[config.mk]
export PLATFORM = sky130hd
export DESIGN_NAME = sc_router
export DESIGN_NICKNAME = d
export VERILOG_FILES = /design/src/rtl/sc_router.sv
export SDC_FILE = /design/constraint.sdc
export NUM_CORES = 1
export LEC_CHECK = 0
export BUFFER_PORTS_ARGS = -buffer_cell sky130_fd_sc_hd__buf_2
export CAP_MARGIN = 15
export CORE_AREA = 3 3 104 106
export CTS_BUF_LIST = sky130_fd_sc_hd__clkbuf_2 sky130_fd_sc_hd__clkbuf_4 sky130_fd_sc_hd__clkbuf_8
export CTS_CLUSTER_DIAMETER = 200
export DETAILED_ROUTE_END_ITERATION = 10
export DIE_AREA = 0 0 107 109
export GPL_TIMING_DRIVEN = 0
export HOLD_SLACK_MARGIN = 0.12
export SLEW_MARGIN = 10
export SYNTH_ARGS = -nofsm -noshare
export SYNTH_HDL_FRONTEND = slang
export SYNTH_SLANG_ARGS = --single-unit
[constraint.sdc]
create_clock -name clk -period 1.6 [get_ports clk]
set_clock_uncertainty 0.15 [all_clocks]
set_input_delay 0.08 -clock clk [delete_from_list [all_inputs] [get_ports clk]]
set_output_delay 0.08 -clock clk [all_outputs]
set_load 0.03 [all_outputs]
[src/rtl/sc_router.sv]
module sc_router #(
  parameter int          AW        = 32,
  parameter int          DW        = 32,
  parameter int          SW        = 16,
  parameter int          MODE_LSB  = 9,
  parameter logic [3:0]  IO_NIBBLE = 4'hF,
  parameter logic [31:0] TAS_MASK  = 32'h0000_FF00
) (
  input  logic          clk,
  input  logic          rst_n,
  input  logic          req_valid,
  input  logic [2:0]    req_op,
  input  logic [1:0]    req_size,
  input  logic [AW-1:0] req_addr,
  input  logic [DW-1:0] req_wdata,
  input  logic          req_unmasked,
  input  logic [SW-1:0] status,
  output logic          rsp_valid,
  output logic          rsp_ok,
  output logic          rsp_wb,
  output logic [DW-1:0] rsp_rdata,
  output logic          chk_pc,
  output logic          chk_iae,
  output logic          chk_dae,
  output logic          mmu_valid,
  output logic          iou_valid,
  output logic [2:0]    bus_op,
  output logic [1:0]    bus_size,
  output logic [2:0]    bus_mode,
  output logic [AW-1:0] bus_addr,
  output logic [DW-1:0] bus_wdata,
  input  logic          mmu_ok,
  input  logic [DW-1:0] mmu_rdata,
  input  logic          iou_ok,
  input  logic [DW-1:0] iou_rdata
);
  localparam logic [2:0] OP_FETCH = 3'd0, OP_LOAD = 3'd1, OP_STORE = 3'd2,
                         OP_TAS = 3'd3, OP_IOR = 3'd4, OP_IOW = 3'd5;
  localparam logic [1:0] SZ_BYTE = 2'd0, SZ_HALF = 2'd1, SZ_WORD = 2'd2;

  logic is_data, is_io, io_bad, op_bad, to_iou, issue;
  logic p_valid, p_iou, p_skip;
  logic [2:0] p_op;
  logic [1:0] p_size;
  logic sel_ok, reads;
  logic [DW-1:0] sel_data, ext_data;

  assign is_data = (req_op == OP_LOAD) || (req_op == OP_STORE) || (req_op == OP_TAS);
  assign is_io   = (req_op == OP_IOR) || (req_op == OP_IOW);
  assign io_bad  = is_io && (|req_addr[AW-1:AW-8]);
  assign op_bad  = req_op > OP_IOW;
  assign to_iou  = is_data && (req_addr[AW-1:AW-4] == IO_NIBBLE);
  assign issue   = req_valid && !io_bad && !op_bad;

  assign mmu_valid = issue && !to_iou;
  assign iou_valid = issue && to_iou;
  assign bus_op    = req_op;
  assign bus_addr  = req_addr;
  assign bus_mode  = req_unmasked ? 3'd0 : status[MODE_LSB +: 3];
  assign bus_wdata = (req_op == OP_TAS) ? TAS_MASK : req_wdata;

  always_comb begin
    if (req_op == OP_FETCH || req_op == OP_TAS) bus_size = SZ_HALF;
    else if (is_io || req_size == 2'd3)         bus_size = SZ_WORD;
    else                                        bus_size = req_size;
  end

  always_ff @(posedge clk) begin
    if (!rst_n) begin
      p_valid <= 1'b0;
      p_iou   <= 1'b0;
      p_skip  <= 1'b0;
      p_op    <= OP_FETCH;
      p_size  <= SZ_BYTE;
    end else begin
      p_valid <= req_valid;
      p_iou   <= to_iou;
      p_skip  <= io_bad || op_bad;
      p_op    <= req_op;
      p_size  <= bus_size;
    end
  end

  assign sel_ok   = !p_skip && (p_iou ? iou_ok : mmu_ok);
  assign sel_data = p_iou ? iou_rdata : mmu_rdata;
  assign reads    = (p_op == OP_FETCH) || (p_op == OP_LOAD) || (p_op == OP_TAS) || (p_op == OP_IOR);

  always_comb begin
    case (p_size)
      SZ_BYTE: ext_data = {{(DW-8){1'b0}}, sel_data[7:0]};
      SZ_HALF: ext_data = {{(DW-16){1'b0}}, sel_data[15:0]};
      default: ext_data = sel_data;
    endcase
  end

  assign rsp_valid = p_valid;
  assign rsp_ok    = p_valid && sel_ok;
  assign rsp_wb    = rsp_ok && (p_op == OP_LOAD || p_op == OP_TAS || p_op == OP_IOR);
  assign rsp_rdata = (rsp_ok && reads) ? ext_data : '0;
  assign chk_iae   = p_valid && !sel_ok && (p_op == OP_FETCH);
  assign chk_dae   = p_valid && !sel_ok && (p_op != OP_FETCH);
  assign chk_pc    = chk_iae || chk_dae;
endmodule


=== Yosys cells after proc, flatten, opt, wreduce, memory -nomap -nowiden ===
Cells that the tools add are included.

* Reduce and logical (&&, ||, !) cells: 35
* Muxes and demuxes: 8
* Magnitude comparators: 1
* Equal/unequal tests: 11

{| class="wikitable"
|+ Operators by type and width
! cell !! number
|-
| two-way mux 32 bit || 3
|-
| one-hot mux 32 bit (2 select lines) || 1
|-
| logical AND 1 bit || 13
|-
| logical OR 1 bit || 12
|-
| equality test 3 x 2 -> 1 bit (second input constant) || 3
|-
| equality test 3 bit (second input constant) || 3
|-
| OR reduction 8 bit || 1
|-
| equality test 3 x 1 -> 1 bit (second input constant) || 2
|-
| logical NOT 3 bit || 2
|-
| logical NOT 1 bit || 5
|-
| equality test 4 bit (second input constant) || 1
|-
| two-way mux 2 bit || 2
|-
| > comparator 3 bit (second input constant) || 1
|-
| two-way mux 3 bit || 1
|-
| nonzero test 3 bit || 1
|-
| equality test 2 x 1 -> 1 bit (second input constant) || 1
|-
| equality test 2 bit (second input constant) || 1
|-
| logical NOT 2 bit || 1
|-
| two-way mux 1 bit || 1
|}

* Logic and storage cells: 60
* Bits of input ports: 155
* Bits in registers: 8

=== Depth between registers and ports, before layout ===
Gate-level depths: netlist of run 1.

* Depth in word-level cells: 7
* Depth in mapped cells: 6

=== Worst setup path before layout of run 1 ===
Ideal clock, no wire load.

* Kind: register to output
* Start: reg p_op[0]
* End: out rsp_rdata[11]
* Arrival: 2.091 ns
* Data required time: 1.370 ns
* Stages on the path, launching flop included: 6
* Slack: -0.721 ns
* Cell sequence: dfxtp_1 > mux2_1 > or4b_1 > buf_2 > buf_6 > nor3_1

* Cells in the longest elaborated chain, start to end: 6
* Elaborated cells on any way between the ends: 9
* Classes of those cells: 3 x eq/ne; 1 x mux; 5 x reduce/logical

{| class="wikitable"
|+ RTL lines
! element !! RTL line !! text
|-
| start: declaration || 43 || <nowiki>logic [2:0] p_op;</nowiki>
|-
| start signal: assignment || 79 || <nowiki>p_op <= req_op;</nowiki>
|-
| equality test 3 x 1 -> 1 bit / logical NOT 3 bit (equally long branches) || 86 || <nowiki>assign reads = (p_op == OP_FETCH) || (p_op == OP_LOAD) || (p_op == OP_TAS) || (p_op == OP_IOR);</nowiki>
|-
| logical OR 1 bit (2 in a row) || 86 ||
|-
| logical OR 1 bit * || 86 ||
|-
| logical AND 1 bit * || 99 || <nowiki>assign rsp_rdata = (rsp_ok && reads) ? ext_data : '0;</nowiki>
|-
| two-way mux 32 bit * || 99 ||
|-
| end: declaration || 21 || <nowiki>output logic [DW-1:0] rsp_rdata,</nowiki>
|}

Mark *: on every way between the ends. The rest lies on a longest branch, timed or not.

=== Final worst setup path of run 1 ===
* Start: reg p_op[0]
* End: out rsp_rdata[21]

Same word-level chain as after synthesis.

==> impl_metrics.env, run 1 <==
export IMPL_power_switching_w=0.000590
export IMPL_synth_top_area_cell="mux2i_1"
export IMPL_p_clk_share_pct=17.5
export IMPL_start_util_pct=15.6
export IMPL_syn_area_um2=1530
export IMPL_ys_warnings_count=0
export IMPL_io_pins=267
export IMPL_fin_hold_ws_ns=0.131
export IMPL_switching_share_pct=44.0
export IMPL_ys_seq_elements=8
export IMPL_die_area_um2=11700
export IMPL_intPower_w=0.000750
export IMPL_grt_antenna_before_repair=0
export IMPL_clock_path_buffers=2
export IMPL_async_flop_share_pct=0
export IMPL_wl_met2_um=4780
export IMPL_die_height_um=109
export IMPL_finalSetupTns_ns=-20.43
export IMPL_final_max_slew_viol_count=0
export IMPL_setup_violations_final=33
export IMPL_p_comb_share_pct=65.7
export IMPL_m1WireLength_um=2710
export IMPL_p_seq_share_pct=16.8
export IMPL_core_um2=9860
export IMPL_vias=2289
export IMPL_gr_usage_all_layers_pct=12.7
export IMPL_layout_drive_gt1_share_pct=72.3
export IMPL_row_count=36
export IMPL_powerDensity_nw_per_um2=382
export IMPL_drt_iter0_drc=56
export IMPL_p_leak_nw=1.79
export IMPL_cts_buffers=3
export IMPL_finalNetCount=598
export IMPL_fmax_mhz=441
export IMPL_yosys_top_cells_count="buf_4, mux2i_1, and2_1"
export IMPL_critPathBufInv=2
export IMPL_finalCritPeriodShare_pct=142
export IMPL_clkSinkCount=8
export IMPL_synth_seq_area_share_pct=10.4
export IMPL_rsz0062_at_grt="true"
export IMPL_power_total_w=0.00134
export IMPL_yosysMostFrequentCell="buf_4"
export IMPL_path_cells="mux2_4 > or4b_4 > buf_12 > nor3b_4 > buf_6"
export IMPL_slew_headroom_pct=45.7
export IMPL_synthTopCellsByArea="mux2i_1, buf_4, nor3b_2"
export IMPL_utilization_pct=35.5
export IMPL_grt_pass1_wl_um=11800
export IMPL_cp_end_kind="output pin"
export IMPL_slowest_stage="or4b_4"
export IMPL_cts_root_buf="clkbuf_8"
export IMPL_clkTransAtPathRegs_ns=0.04
export IMPL_status="complete, but fails checks"
export IMPL_gp_congestion=0.771
export IMPL_cts_tree="built"
export IMPL_io_buffers=229
export IMPL_via_per_inst=3.99
export IMPL_layout_setup_ws_ns=-0.668
export IMPL_areaGrowthSynthToFinish_pct=128
export IMPL_synth_nets=351
export IMPL_max_stage_delay_ns=0.60
export IMPL_min_delay_path_class="in -> reg"
export IMPL_wl_met3_um=761
export IMPL_ant_nets=0
export IMPL_die_w_um=107
export IMPL_cp_max_fo=10
export IMPL_htreeDepth=1
export IMPL_grt_pass1_vias=2319
export IMPL_synth_cell_types=26
export IMPL_max_cap_violations=0
export IMPL_worstSetupStartpointType="register"
export IMPL_drc=0
export IMPL_synth_ff_type="dfxtp_1"
export IMPL_critical_path_class="reg -> out"
export IMPL_arrival_ns=2.04
export IMPL_wire_per_inst_um=14.4
export IMPL_synth_area_per_cell_um2=7.83
export IMPL_highest_signal_layer="met4"
export IMPL_violations="setup timing"
export IMPL_hpwl_um=7030
export IMPL_vdd_ir_drop_worst_v=0.000218
export IMPL_grt_max_degree=11
export IMPL_hold_viol_final=0
export IMPL_synth_cells=196
export IMPL_yosys_area_top_type_share_pct=21.5
export IMPL_path_delay_family="simple AND/OR/NAND/NOR gates"
export IMPL_n_antenna_cell=0
export IMPL_synth_enable_flop_cells=0
export IMPL_worst_pin_slew_ns=0.813
export IMPL_cp_data_required_time_ns=1.37
export IMPL_min_period_ns=2.27
export IMPL_grt_overflow=0
export IMPL_firstDrtPassIters=4
export IMPL_wl_um=8280
==> routing by layer <==
| layer | vias up | global-route usage (%) |
|---|---|---|
| met3 | 2 | 2.37 |
| met5 | - | 0 |
| li1 | 1112 | - |
| met4 | 0 | 1.46 |
| met1 | 1016 | 13.1 |
| met2 | 159 | 26.7 |
==> state kept, by name, summed over array words and instances, names as in the netlist <==
register / flops
p_op: 3
p_size: 2
p_iou: 1
p_skip: 1
rsp_valid: 1
==> kinds of logic (layout without fill, tap and decap cells) <==
logic type | count (synthesis) | after routing | synth area share [%]
DFF | 8 | 8 | 10.4
AOI/OAI and AO/OA | 9 | 9 | 3.59
muxes | 34 | 34 | 22.3
and+or+nand+nor | 94 | 94 | 41.3
buffers and inverters | 51 | 296 | 22.4
==> stage by stage <==
step,instances,area [um2],setup slack (ns)
2_1_floorplan,196,1770,-0.390
3_3_place_gp,558,3090,-0.560
3_5_place_dp,558,3090,-0.559
4_1_cts,571,3430,-0.687
5_1_grt,574,3500,-0.737
6_report,574,3500,-0.668
==> cell usage in the layout, fill, tap and decap left out, types with 4 or more instances in the layout <==
| master | count |
|---|---|
| mux2i_1 | 32 |
| dfxtp_1 | 6 |
| nand2b_1 | 8 |
| clkbuf_1 | 7 |
| and2_1 | 29 |
| nor3_4 | 5 |
| buf_6 | 30 |
| buf_2 | 191 |
| nor2_2 | 8 |
| inv_1 | 4 |
| nor3b_4 | 16 |
| dlygate4sd3_1 | 8 |
| buf_4 | 47 |
| nor2_1 | 7 |
| nor2b_1 | 5 |
==> power groups by stage <==
stage	Clock (W)	Sequential, W	Combinational [W]
floorplan	0	0.000224	0.000532
global placement	0	0.000226	0.000837
detailed placement	0	0.000228	0.000841
CTS	0.000245	0.000224	0.000877
global route	0.000250	0.000228	0.000943
finish	0.000235	0.000225	0.000880
==> path summary, 6_finish.rpt <==
check / startpoint / to / cells after the start / slack (ns)
hold / removal: req_addr[28] / p_iou$_SDFF_PN0_ / 4 / 0.13
setup / recovery: p_op[0]$_SDFF_PN0_ / rsp_rdata[21] / 5 / -0.67
==> cell type report <==
type                    count  area [um2]
fillers                  1030        6360
repair buffers            243        1480
multi-input cells         137        1280
plain buffers              46         364
well taps                 133         166
flip-flops and latches      8         163
clock buffers               3        41.3
inverters                   4        15.0
==> repair_timing <==
action,4_1_cts,5_1_grt
setup endpoints to repair,36,39
setup buffers,2,4
hold endpoints to repair,8,0
pin swaps,1,6
hold buffers,8,0
gates resized for setup,66,18
(Power assumes the default switching activity.)
==> run 2: changes to the inputs <==
--- a/config.mk
+++ b/config.mk
@@ -14,6 +14,7 @@
 export DIE_AREA = 0 0 107 109
 export GPL_TIMING_DRIVEN = 0
 export HOLD_SLACK_MARGIN = 0.12
+export RECOVER_POWER = 25
 export SLEW_MARGIN = 10
 export SYNTH_ARGS = -nofsm -noshare
 export SYNTH_HDL_FRONTEND = slang
==> impl_metrics.env, run 2 (same netlist as run 1, synthesis figures left out) <==
export IMPL_finalNonFillerCells=574
export IMPL_clkTransAtPathRegs_ns=0.04
export IMPL_fmax_mhz=441
export IMPL_final_max_slew_viol_count=0
export IMPL_post_route_cell_area_um2=3480
export IMPL_io_buffers=229
export IMPL_ant_nets=0
export IMPL_gr_usage_all_layers_pct=12.7
export IMPL_die_area_um2=11700
export IMPL_finalNetCount=598
export IMPL_layout_common_cells="buf_2, buf_4, mux2i_1"
export IMPL_layout_drive_gt1_share_pct=67.6
export IMPL_drc=0
export IMPL_die_w_um=107
export IMPL_arrival_ns=2.04
export IMPL_worst_pin_slew_ns=0.813
export IMPL_grt_antenna_before_repair=0
export IMPL_cts_tree="built"
export IMPL_worstSetupStartpointType="register"
export IMPL_finalCritPeriodShare_pct=142
export IMPL_core_um2=9860
export IMPL_clock_path_buffers=2
export IMPL_cp_max_fo=10
export IMPL_setup_violations_final=33
export IMPL_firstDrtPassIters=4
export IMPL_hpwl_um=7030
export IMPL_wire_per_inst_um=14.4
export IMPL_switching_share_pct=44.3
export IMPL_violations="setup timing"
export IMPL_vdd_ir_drop_worst_v=0.000218
export IMPL_power_switching_w=0.000591
export IMPL_cp_end_kind="output pin"
export IMPL_p_leak_nw=1.73
export IMPL_wl_um=8290
export IMPL_grt_pass1_wl_um=11800
export IMPL_dp_cells=558
export IMPL_final_common_cell="buf_2"
export IMPL_rsz0062_at_grt="true"
export IMPL_placed_area_um2=3090
export IMPL_fillers=1042
export IMPL_row_count=36
export IMPL_grt_max_degree=11
export IMPL_power_total_w=0.00133
export IMPL_p_comb_share_pct=65.5
export IMPL_n_antenna_cell=0
export IMPL_status="complete, but fails checks"
export IMPL_cp_data_required_time_ns=1.37
export IMPL_cts_buffers=3
export IMPL_dp_worst_setup_slack_ns=-0.559
export IMPL_cts_root_buf="clkbuf_8"
export IMPL_top_regs="p_op x3, p_size x2"
export IMPL_areaGrowthSynthToFinish_pct=127
export IMPL_intPower_w=0.000742
export IMPL_via_per_inst=4.01
export IMPL_min_delay_path_class="in -> reg"
export IMPL_die_height_um=109
export IMPL_critical_path_class="reg -> out"
export IMPL_max_cap_violations=0
export IMPL_powerDensity_nw_per_um2=383
export IMPL_io_pins=267
export IMPL_drt_iter0_drc=58
export IMPL_largest_reg_flops=3
export IMPL_clkSinkCount=8
export IMPL_regMostFlops="p_op"
export IMPL_start_util_pct=15.6
export IMPL_vias=2302
export IMPL_p_clk_share_pct=17.6
export IMPL_htreeDepth=1
export IMPL_grt_overflow=0
export IMPL_slew_headroom_pct=45.7
export IMPL_gp_congestion=0.771
export IMPL_min_period_ns=2.27
export IMPL_layout_setup_ws_ns=-0.668
export IMPL_hold_viol_final=0
export IMPL_p_seq_share_pct=16.9
export IMPL_grt_pass1_vias=2319
export IMPL_finalSetupTns_ns=-20.43
run 2: stage by stage:
step | hold WS (ns) | util (%)
6_report | 0.131 | 35.3
5_1_grt | 0.175 | 35.3
4_1_cts | 0.134 | 34.8
3_5_place_dp | 0.184 | 31.3
3_3_place_gp | 0.180 | 31.3
2_1_floorplan | 0.0263 | -
run 2: path summary, 6_finish.rpt:
path,startpoint,endpoint,slack [ns],cells after the start
max,p_op[0]$_SDFF_PN0_,rsp_rdata[21],-0.67,5
min,req_addr[28],p_iou$_SDFF_PN0_,0.13,4
run 2: critical path: stages, from the launching register on:
cell     delay, ns
dfxtp_2       0.35
mux2_4        0.30
or4b_4        0.60
buf_12        0.20
nor3b_4       0.20
buf_6         0.16
run 2: timing repair:
action | in CTS | in global routing
setup endpoints to repair | 36 | 39
buffers inserted | 2 | 4
endpoints found under the hold margin | 8 | 0
hold buffers | 8 | 0
resized for setup | 66 | 18
pin swaps | 1 | 6
run 2: layout make-up:
class                   instances  area, um2  area share [%]
clock buffers                   3       41.3            1.19
well taps                     133        166            4.78
repair buffers                243       1450            41.8
flip-flops and latches          8        163            4.68
inverters                       4       15.0           0.432
multi-input cells             137       1280            36.7
plain buffers                  46        364            10.5
run 2: power groups by stage:
stage	combinational [W]	sequential (W)	clock, W
after floorplan	0.000532	0.000224	0
after global placement	0.000837	0.000226	0
after detailed placement	0.000841	0.000228	0
after CTS	0.000877	0.000224	0.000245
after global routing	0.000935	0.000228	0.000250
final	0.000873	0.000225	0.000235
run 2: layer usage:
layer	routed length, um	vias to the layer above	GRT usage [%]
li1	-	1112	-
met1	2720	1029	13.1
met2	4790	159	26.7
met3	760	2	2.37
met4	26	0	1.46
met5	0	-	0
